--- src/rtl/swon_pkg.sv ---
package swon_pkg;
  localparam int NG = 5;

  typedef enum logic [1:0] {K_LEFT, K_STD, K_MIC, K_GND} grp_kind_e;
  typedef enum logic [1:0] {PH_IDLE, PH_WAIT, PH_RAMP, PH_ON} phase_e;

  function automatic grp_kind_e kind_of(input int g);
    case (g)
      0:       return K_LEFT;
      2:       return K_MIC;
      4:       return K_GND;
      default: return K_STD;
    endcase
  endfunction
endpackage

--- src/rtl/swon_time_map.sv ---
module swon_time_map #(
  parameter swon_pkg::grp_kind_e KIND = swon_pkg::K_STD,
  parameter int CODE_W   = 8,
  parameter int CNT_W    = 18,
  parameter int STEP     = 100,
  parameter int MIC_OFS  = 150,
  parameter int GND_STEP = 700
) (
  input  logic [CODE_W-1:0] ramp_code_i,
  input  logic [CODE_W-1:0] dly_code_i,
  output logic [CNT_W-1:0]  ramp_ticks_o,
  output logic [CNT_W-1:0]  dly_ticks_o
);
  localparam logic [CNT_W-1:0] K_STEP = CNT_W'(STEP);
  localparam logic [CNT_W-1:0] K_OFS  = CNT_W'(MIC_OFS);
  localparam logic [CNT_W-1:0] K_GSTP = CNT_W'(GND_STEP);

  logic [CNT_W-1:0] code_w;
  assign code_w = CNT_W'(ramp_code_i);

  generate
    if (KIND == swon_pkg::K_LEFT) begin : g_left
      assign dly_ticks_o  = '0;
      assign ramp_ticks_o = (code_w + CNT_W'(1)) * K_STEP;
    end else if (KIND == swon_pkg::K_MIC) begin : g_mic
      logic [CNT_W-1:0] eff;
      assign eff          = (code_w == '0) ? CNT_W'(1) : code_w;
      assign dly_ticks_o  = CNT_W'(dly_code_i) * K_STEP;
      assign ramp_ticks_o = eff * K_STEP + K_OFS;
    end else if (KIND == swon_pkg::K_GND) begin : g_gnd
      assign dly_ticks_o  = CNT_W'(dly_code_i) * K_STEP;
      assign ramp_ticks_o = (code_w + CNT_W'(1)) * K_GSTP;
    end else begin : g_std
      assign dly_ticks_o  = CNT_W'(dly_code_i) * K_STEP;
      assign ramp_ticks_o = (code_w + CNT_W'(1)) * K_STEP;
    end
  endgenerate
endmodule

--- src/rtl/swon_group_timer.sv ---
module swon_group_timer #(
  parameter int CNT_W = 18
) (
  input  logic             clk,
  input  logic             rst,
  input  logic             start_i,
  input  logic             launch_i,
  input  logic             tick_i,
  input  logic             slow_en_i,
  input  logic [CNT_W-1:0] dly_ticks_i,
  input  logic [CNT_W-1:0] ramp_ticks_i,
  output logic             en_o,
  output logic             ramp_o
);
  import swon_pkg::*;

  phase_e           phase_q;
  logic [CNT_W-1:0] cnt_q;
  logic [CNT_W-1:0] rt_q;
  logic             slow_q;
  logic             en_q;
  logic             ramp_q;

  always_ff @(posedge clk) begin
    if (rst || !start_i) begin
      phase_q <= PH_IDLE;
      cnt_q   <= '0;
      rt_q    <= '0;
      slow_q  <= 1'b0;
      en_q    <= 1'b0;
      ramp_q  <= 1'b0;
    end else if (launch_i) begin
      rt_q   <= ramp_ticks_i;
      slow_q <= slow_en_i;
      if (dly_ticks_i == '0) begin
        en_q <= 1'b1;
        if (slow_en_i) begin
          phase_q <= PH_RAMP;
          ramp_q  <= 1'b1;
          cnt_q   <= ramp_ticks_i;
        end else begin
          phase_q <= PH_ON;
        end
      end else begin
        phase_q <= PH_WAIT;
        cnt_q   <= dly_ticks_i;
      end
    end else if (tick_i) begin
      case (phase_q)
        PH_WAIT: begin
          if (cnt_q == CNT_W'(1)) begin
            en_q <= 1'b1;
            if (slow_q) begin
              phase_q <= PH_RAMP;
              ramp_q  <= 1'b1;
              cnt_q   <= rt_q;
            end else begin
              phase_q <= PH_ON;
            end
          end else begin
            cnt_q <= cnt_q - CNT_W'(1);
          end
        end
        PH_RAMP: begin
          if (cnt_q == CNT_W'(1)) begin
            ramp_q  <= 1'b0;
            phase_q <= PH_ON;
          end else begin
            cnt_q <= cnt_q - CNT_W'(1);
          end
        end
        default: ;
      endcase
    end
  end

  assign en_o   = en_q;
  assign ramp_o = ramp_q;
endmodule

--- src/rtl/swon_seq.sv ---
module swon_seq #(
  parameter int CODE_W   = 8,
  parameter int STEP     = 100,
  parameter int MIC_OFS  = 150,
  parameter int GND_STEP = 700
) (
  input  logic              clk,
  input  logic              rst,
  input  logic              start_i,
  input  logic              tick_i,
  input  logic              slow_en_i,
  input  logic [CODE_W-1:0] ramp_code_l_i,
  input  logic [CODE_W-1:0] ramp_code_r_i,
  input  logic [CODE_W-1:0] ramp_code_mic_i,
  input  logic [CODE_W-1:0] ramp_code_sns_i,
  input  logic [CODE_W-1:0] ramp_code_gnd_i,
  input  logic [CODE_W-1:0] dly_code_r_i,
  input  logic [CODE_W-1:0] dly_code_mic_i,
  input  logic [CODE_W-1:0] dly_code_sns_i,
  input  logic [CODE_W-1:0] dly_code_gnd_i,
  output logic [4:0]        en_o,
  output logic [4:0]        ramp_o
);
  import swon_pkg::*;

  localparam int MAXSTEP = (GND_STEP > STEP) ? GND_STEP : STEP;
  localparam int CNT_W   = $clog2((2**CODE_W) * MAXSTEP + MIC_OFS + 1);

  logic              armed_q;
  logic              launch;
  logic [CODE_W-1:0] rc [NG];
  logic [CODE_W-1:0] dc [NG];

  always_ff @(posedge clk) begin
    if (rst) armed_q <= 1'b0;
    else     armed_q <= start_i;
  end
  assign launch = start_i & ~armed_q;

  assign rc[0] = ramp_code_l_i;
  assign rc[1] = ramp_code_r_i;
  assign rc[2] = ramp_code_mic_i;
  assign rc[3] = ramp_code_sns_i;
  assign rc[4] = ramp_code_gnd_i;
  assign dc[0] = '0;
  assign dc[1] = dly_code_r_i;
  assign dc[2] = dly_code_mic_i;
  assign dc[3] = dly_code_sns_i;
  assign dc[4] = dly_code_gnd_i;

  generate
    for (genvar g = 0; g < NG; g++) begin : g_grp
      logic [CNT_W-1:0] ramp_ticks;
      logic [CNT_W-1:0] dly_ticks;

      swon_time_map #(
        .KIND(kind_of(g)), .CODE_W(CODE_W), .CNT_W(CNT_W),
        .STEP(STEP), .MIC_OFS(MIC_OFS), .GND_STEP(GND_STEP)
      ) u_map (
        .ramp_code_i (rc[g]),
        .dly_code_i  (dc[g]),
        .ramp_ticks_o(ramp_ticks),
        .dly_ticks_o (dly_ticks)
      );

      swon_group_timer #(.CNT_W(CNT_W)) u_tmr (
        .clk         (clk),
        .rst         (rst),
        .start_i     (start_i),
        .launch_i    (launch),
        .tick_i      (tick_i),
        .slow_en_i   (slow_en_i),
        .dly_ticks_i (dly_ticks),
        .ramp_ticks_i(ramp_ticks),
        .en_o        (en_o[g]),
        .ramp_o      (ramp_o[g])
      );
    end
  endgenerate
endmodule

--- config.mk ---
export PLATFORM = sky130hd
export DESIGN_NAME = swon_seq
export DESIGN_NICKNAME = d
export VERILOG_FILES = /design/src/rtl/swon_pkg.sv /design/src/rtl/swon_time_map.sv /design/src/rtl/swon_group_timer.sv /design/src/rtl/swon_seq.sv
export SDC_FILE = /design/constraint.sdc
export NUM_CORES = 1
export LEC_CHECK = 0
export BUFFER_PORTS_ARGS = -buffer_cell sky130_fd_sc_hd__buf_2
export CORE_MARGIN = 2
export CORE_UTILIZATION = 51
export DETAILED_ROUTE_END_ITERATION = 10
export HOLD_SLACK_MARGIN = 0.05
export PLACE_DENSITY = 0.77
export SLEW_MARGIN = 10
export SYNTH_ARGS = -nofsm -noshare
export SYNTH_HDL_FRONTEND = slang
export SYNTH_SLANG_ARGS = --single-unit
--- constraint.sdc ---
create_clock -name clk -period 6.12 [get_ports clk]
set_input_delay 1.836 -clock clk [delete_from_list [all_inputs] [get_ports clk]]
set_output_delay 1.836 -clock clk [all_outputs]
set_load 0.03 [all_outputs]
======== After elaboration in Yosys (flattened, before gate mapping) ========
Cells that the tools add are included.
storage, ports and cells
  output and inout bits ................... 10
  logic and storage cells ................. 266
  register bits after elaboration ......... 194
cells by class
  reduce and logical (&&, ||, !) cells .... 43
  $add $sub $neg .......................... 10
  multipliers ............................. 9
  equality and inequality tests ........... 49
  bitwise gates (word level) .............. 2
  muxes and demuxes ....................... 126
operator list
  kind                   count
  $mux 18                34
  $pmux 18 s2            5
  $eq 18x1->1 const B    5
  $logic_not 18->1       5
  $sub 18x1->18 const B  5
  $mul 18x5->16 const B  4
  $mul 8x5->13 const B   4
  $mux 1                 52
  $mux 2                 24
  $ne 3x2->1 const B     13
  $add 8x1->9 const B    4
  $reduce_and 4->1       9
  $reduce_and 7->1       4
  $reduce_and 5->1       5
  $ne 3x3->1 const B     8
  $reduce_bool 2->1      11
  $pmux 2 s2             5
  $add 18x8->18 const B  1
  $mul 18x8->16 const B  1
  $ne 4x3->1 const B     4
  $reduce_bool 3->1      5
  $eq 2x1->1 const B     5
  $eq 2x2->1 const B     5
  $pmux 1 s2             5
  11 further kinds       16

======== Depth between registers and ports, before layout ========
  depth in word-level cells ............... 7
  mapped depth ............................ 21
  gate-level depth less buffers ........... 21

======== Cells and area by module ========
Synthesis repeated with hierarchy kept, for this count alone.
second synthesis, totals
  cell total of the unflattened synthesis .. 2,473
  area total of the unflattened synthesis .. 21,046.4 µm²
modules (own cells, without submodules)
  module                           sequential area each (µm²)  area each (µm²)  instances  cells an instance
  swon_group_timer                 820.8                       2,453.6          5          288
  swon_time_map at g_grp[4].u_map  0.0                         2,419.8          1          276
  swon_time_map at g_grp[2].u_map  0.0                         1,769.2          1          218
  swon_time_map at g_grp[1].u_map  0.0                         1,709.1          1          202
  swon_time_map at g_grp[3].u_map  0.0                         1,705.4          1          200
  swon_time_map at g_grp[0].u_map  0.0                         1,123.6          1          133
  swon_seq                         20.0                        51.3             1          4

======== Worst setup path after synthesis ========
No wires, ideal clock.
  path type ............................... input-to-reg
  start point ............................. input port ramp_code_gnd_i[0]
  end point ............................... register g_grp[4].u_tmr.cnt_q[15]
  buffers on the path ..................... 0
  stages on the path ...................... 20
  setup slack ............................. 0.152 ns
  setup time .............................. 0.070 ns
  data required time ...................... 6.050 ns
  arrival time ............................ 5.898 ns
  cells stage by stage .................... ha_1 -> nand2_1 -> nor2_1 -> xor2_1 -> ha_1 -> inv_1 -> fa_1 -> inv_1 -> fa_1 -> inv_1 -> fa_1 -> inv_1 -> ha_1 -> or3_1 -> o21ai_0 -> a211oi_1 -> nor3_1 -> xnor2_1 -> a21oi_1 -> a21oi_1
on the way
  word-level cells in the longest chain between the ends .. 5
ends and longest elaborated chain
  element               line                    RTL
  start, declared       swon_seq.sv:16          input logic [CODE_W-1:0] ramp_code_gnd_i,
  $add 8x1->9           swon_time_map.sv:32     assign ramp_ticks_o = (code_w + CNT_W'(1)) * K_GSTP;
  $mul 18x8->16         swon_time_map.sv:32
  $mux 18               swon_group_timer.sv:37  if (slow_en_i) begin
  $mux 18               swon_group_timer.sv:35  if (dly_ticks_i == '0) begin
  $mux 18               swon_group_timer.sv:32  end else if (launch_i) begin
  end signal, assigned  swon_group_timer.sv:40  cnt_q <= ramp_ticks_i;
  end signal, assigned  swon_group_timer.sv:46  cnt_q <= dly_ticks_i;
  end signal, assigned  swon_group_timer.sv:56  cnt_q <= rt_q;
  end, declared         swon_group_timer.sv:18  logic [CNT_W-1:0] cnt_q;
Every way passes these cells. The select of a mux whose other input is x is not followed.
A chain may end at the register's enable or synchronous reset.

======== Final worst setup path ========
  start point ............................. input port ramp_code_gnd_i[0]
  end point ............................... register g_grp[4].u_tmr.cnt_q[14]
Same word-level chain as after synthesis.

==> results.json <==
{
  "worstPathMaxFanout": 5,
  "grt_pass1_wl_mm": 77.5,
  "max_freq_mhz": 171,
  "grt_pass1_vias": 16679,
  "ys_dominant_reg_cell": "dfxtp_1",
  "grt_antenna_before_repair": 0,
  "insertion_delay_ps": 440,
  "dieArea_sq_um": 38500,
  "fin_cells": 2909,
  "mostFrequentLayoutCells": "ha_1, nand2_1, nor2_1",
  "yosys.cell_types.count": 77,
  "wl_per_cell_um": 15.7,
  "grt_overflow_total": 0,
  "numCtsBuffers": 17,
  "n_fill_cell": 3276,
  "cap_violations": 0,
  "slew_viol_final": 0,
  "worstSetupStartpointType": "primary input",
  "synth_area_sq_um": 18800,
  "worstMarginPinSlew_ps": 1100,
  "rsz0062_at_grt": "false",
  "ys_warn_count": 0,
  "floorplan.rows": 70,
  "io_pins": 87,
  "relSlewSlack_pct": 26.8,
  "r2r_cells": 6,
  "path_clk_slew_ps": 80,
  "ys_ff_latch": 189,
  "yosysSeqAreaShare_pct": 20.1,
  "hold-worst-slack_ps": 456,
  "routed_wl_mm": 45.6,
  "fin_ws_ps": 265,
  "die_h_um": 196,
  "synth_edf_count": 0,
  "synthArstFlopShare_pct": 0,
  "diodes": 0,
  "peakVddDrop_mv": 0.212,
  "viasPerCell": 5.88,
  "path_class": "primary input to flip-flop",
  "yosys.area_share.simple_pct": 18.6,
  "worstHoldPathType": "flip-flop to flip-flop",
  "place.gp.congestion": 0.876,
  "pre_cts_slack_ps": -187,
  "dp_cells": 2877,
  "final_common_cell": "ha_1",
  "synthTopCellsByArea": "ha_1, dfxtp_1, fa_1",
  "endpoint_kind": "flip-flop",
  "syn_inst": 2385,
  "fin_crit_ps": 5850,
  "critPathArrivalTime_ps": 6190,
  "hold_buffers": 0,
  "track_usage_pct": 23.7,
  "finalHoldViolations": 0,
  "syn-mean-instance-area_sq_um": 7.89,
  "buffer_ports.inserted": 86,
  "dp_hpwl_mm": 34.7,
  "setup_violations": 0,
  "drt-initial-drc-count": 1008,
  "status": "completed",
  "drive_gt1_share_pct": 8.73,
  "synth_top_family_by_area": "adder cells",
  "synth_xor_area_share_pct": 8.05,
  "grt_start_max_net_pins": 78,
  "cts_num_sinks": 189,
  "final_nets": 2864,
  "synth_nets": 2821,
  "p_per_area_nw_per_um2": 270,
  "cts_buffer_depth": 2,
  "syn_to_final_growth_pct": 8.26,
  "fin_tns_setup_ps": 0,
  "core_sq_um": 36500,
  "h-tree-depth": 4,
  "antenna_left": 0,
  "clock_skew_ps": 12.4,
  "synth_top_cell_area_share_pct": 20.5,
  "synth_mux_area_share_pct": 1.18,
  "vias": 17110,
  "firstDrtPassIters": 7,
  "synth_compound_area_share_pct": 19.5,
  "min_period_over_period_pct": 95.7,
  "hold_depth": 2,
  "final_util_pct": 55.8,
  "cts_root_buffer": "clkbuf_16",
  "netlist.top_cell.by_area": "ha_1",
  "cp_data_required_time_ps": 6460,
  "drc_errors": 0,
  "start_util_pct": 51.5,
  "p_leak_nw": 9.36,
  "die_w_um": 196,
  "cts_tree": "yes",
  "synthAdderAreaFrac_pct": 25.9
}
==> cell usage after synthesis (all sizes together) (5+ instances only) <==
library cell and count:
nand2 224, nor3 63, or4 11, o21bai 6
o211ai 36, o41ai 5, nor4 33, or2 10
dfxtp 189, nand3 70, xnor2 106, nor2b 19
o22ai 9, nor3b 6, o21a 16, a31o 5
a211oi 70, o21ai 141, and2 7, a31oi 31
nand2b 15, ha 308, o31ai 10, mux2i 21
a21oi 169, a221oi 6, xor2 67, clkbuf 76
nand4 12, a311oi 6, nand4b 8, nor2 223
o2111ai 14, or3 23, inv 206, fa 51
a211o 7, a21o 12, buf 36
==> per-stage QoR <==
| stage | power [mW] | instance area (sq um) |
|---|---|---|
| 3_3_place_gp | 4.30 | 19800 |
| 5_1_grt | 5.98 | 20400 |
| 2_1_floorplan | 3.69 | 18800 |
| 3_5_place_dp | 4.40 | 19800 |
| 6_report | 5.51 | 20400 |
| 4_1_cts | 5.51 | 20400 |
==> report_power, final <==
part | total (mW) | internal [mW] | switching (mW)
Sequential | 1.40 | 1.32 | 0.0788
Clock | 1.11 | 0.572 | 0.537
Combinational | 3.00 | 1.28 | 1.72
Total | 5.51 | 3.17 | 2.34
==> metal layers <==
metal  global-route usage [%]  wire length [um]  part of all wire [%]  vias up
met5                        0                 0                     0        -
met3                     2.08              1760                   3.9       75
met2                     41.8             22100                    49      411
li1                         -                 -                     -     8520
met1                     30.9             20700                    45     8104
met4                     6.99              1030                   2.2        0
==> state kept, by name, indices dropped and copies added (netlist names) <==
name                 flops
armed_q                  1
g_grp.u_tmr.cnt_q       90
g_grp.u_tmr.en_o         5
g_grp.u_tmr.phase_q     10
g_grp.u_tmr.ramp_o       5
g_grp.u_tmr.rt_q        77
g_grp.u_tmr.slow_q       1
==> critical path, cell delays in order <==
cell and delay (ps):
buf_2 130, ha_1 210, nand3_1 100, xnor2_1 440
buf_4 210, inv_1 50, fa_1 530, inv_1 50
ha_1 270, inv_1 50, fa_1 530, inv_1 40
ha_1 340, o21ai_0 180, nor2_1 90, o41a_1 370
a211o_1 290, xnor2_1 200, o211ai_1 130, o211a_1 140
==> cell type report <==
class,count,area (sq um),area share (%)
inverter,206,773,3.79
clock inverter,12,121,0.595
tap,468,586,2.87
clock buffer,20,467,2.29
timing repair buffer,136,831,4.08
multi-input combinational,1878,13800,67.8
sequential,189,3780,18.6
==> kinds of logic (layout without fill, tap and decap cells) <==
| kind of cell | count (synthesis) | after routing |
|---|---|---|
| adder cells (fa/ha/maj) | 359 | 359 |
| multiplexers | 22 | 22 |
| flip-flops | 189 | 189 |
| AO/OA/AOI/OAI | 580 | 580 |
| AND/OR/NAND/NOR | 744 | 744 |
| buffers and inverters | 318 | 374 |
| XOR/XNOR | 173 | 173 |
==> final timing paths <==
check | from | slack (ps) | to
worst max register to register | armed_q$_SDFF_PP0_ | 2870 | g_grp[0].u_tmr.cnt_q[3]$_SDFFE_PP0P_
worst min register to register | g_grp[1].u_tmr.rt_q[9]$_SDFFE_PP0P_ | 460 | g_grp[1].u_tmr.rt_q[9]$_SDFFE_PP0P_
worst min-delay path | g_grp[1].u_tmr.rt_q[9]$_SDFFE_PP0P_ | 460 | g_grp[1].u_tmr.rt_q[9]$_SDFFE_PP0P_
worst max-delay path | ramp_code_gnd_i[0] | 270 | g_grp[4].u_tmr.cnt_q[14]$_SDFFE_PP0P_
==> repair_timing <==
item / in CTS / in global routing
endpoints found under the setup margin: 0 / 1
gates resized for setup: 0 / 1
setup buffers: 0 / 0
No activity file was read; power rests on OpenSTA's default activity.
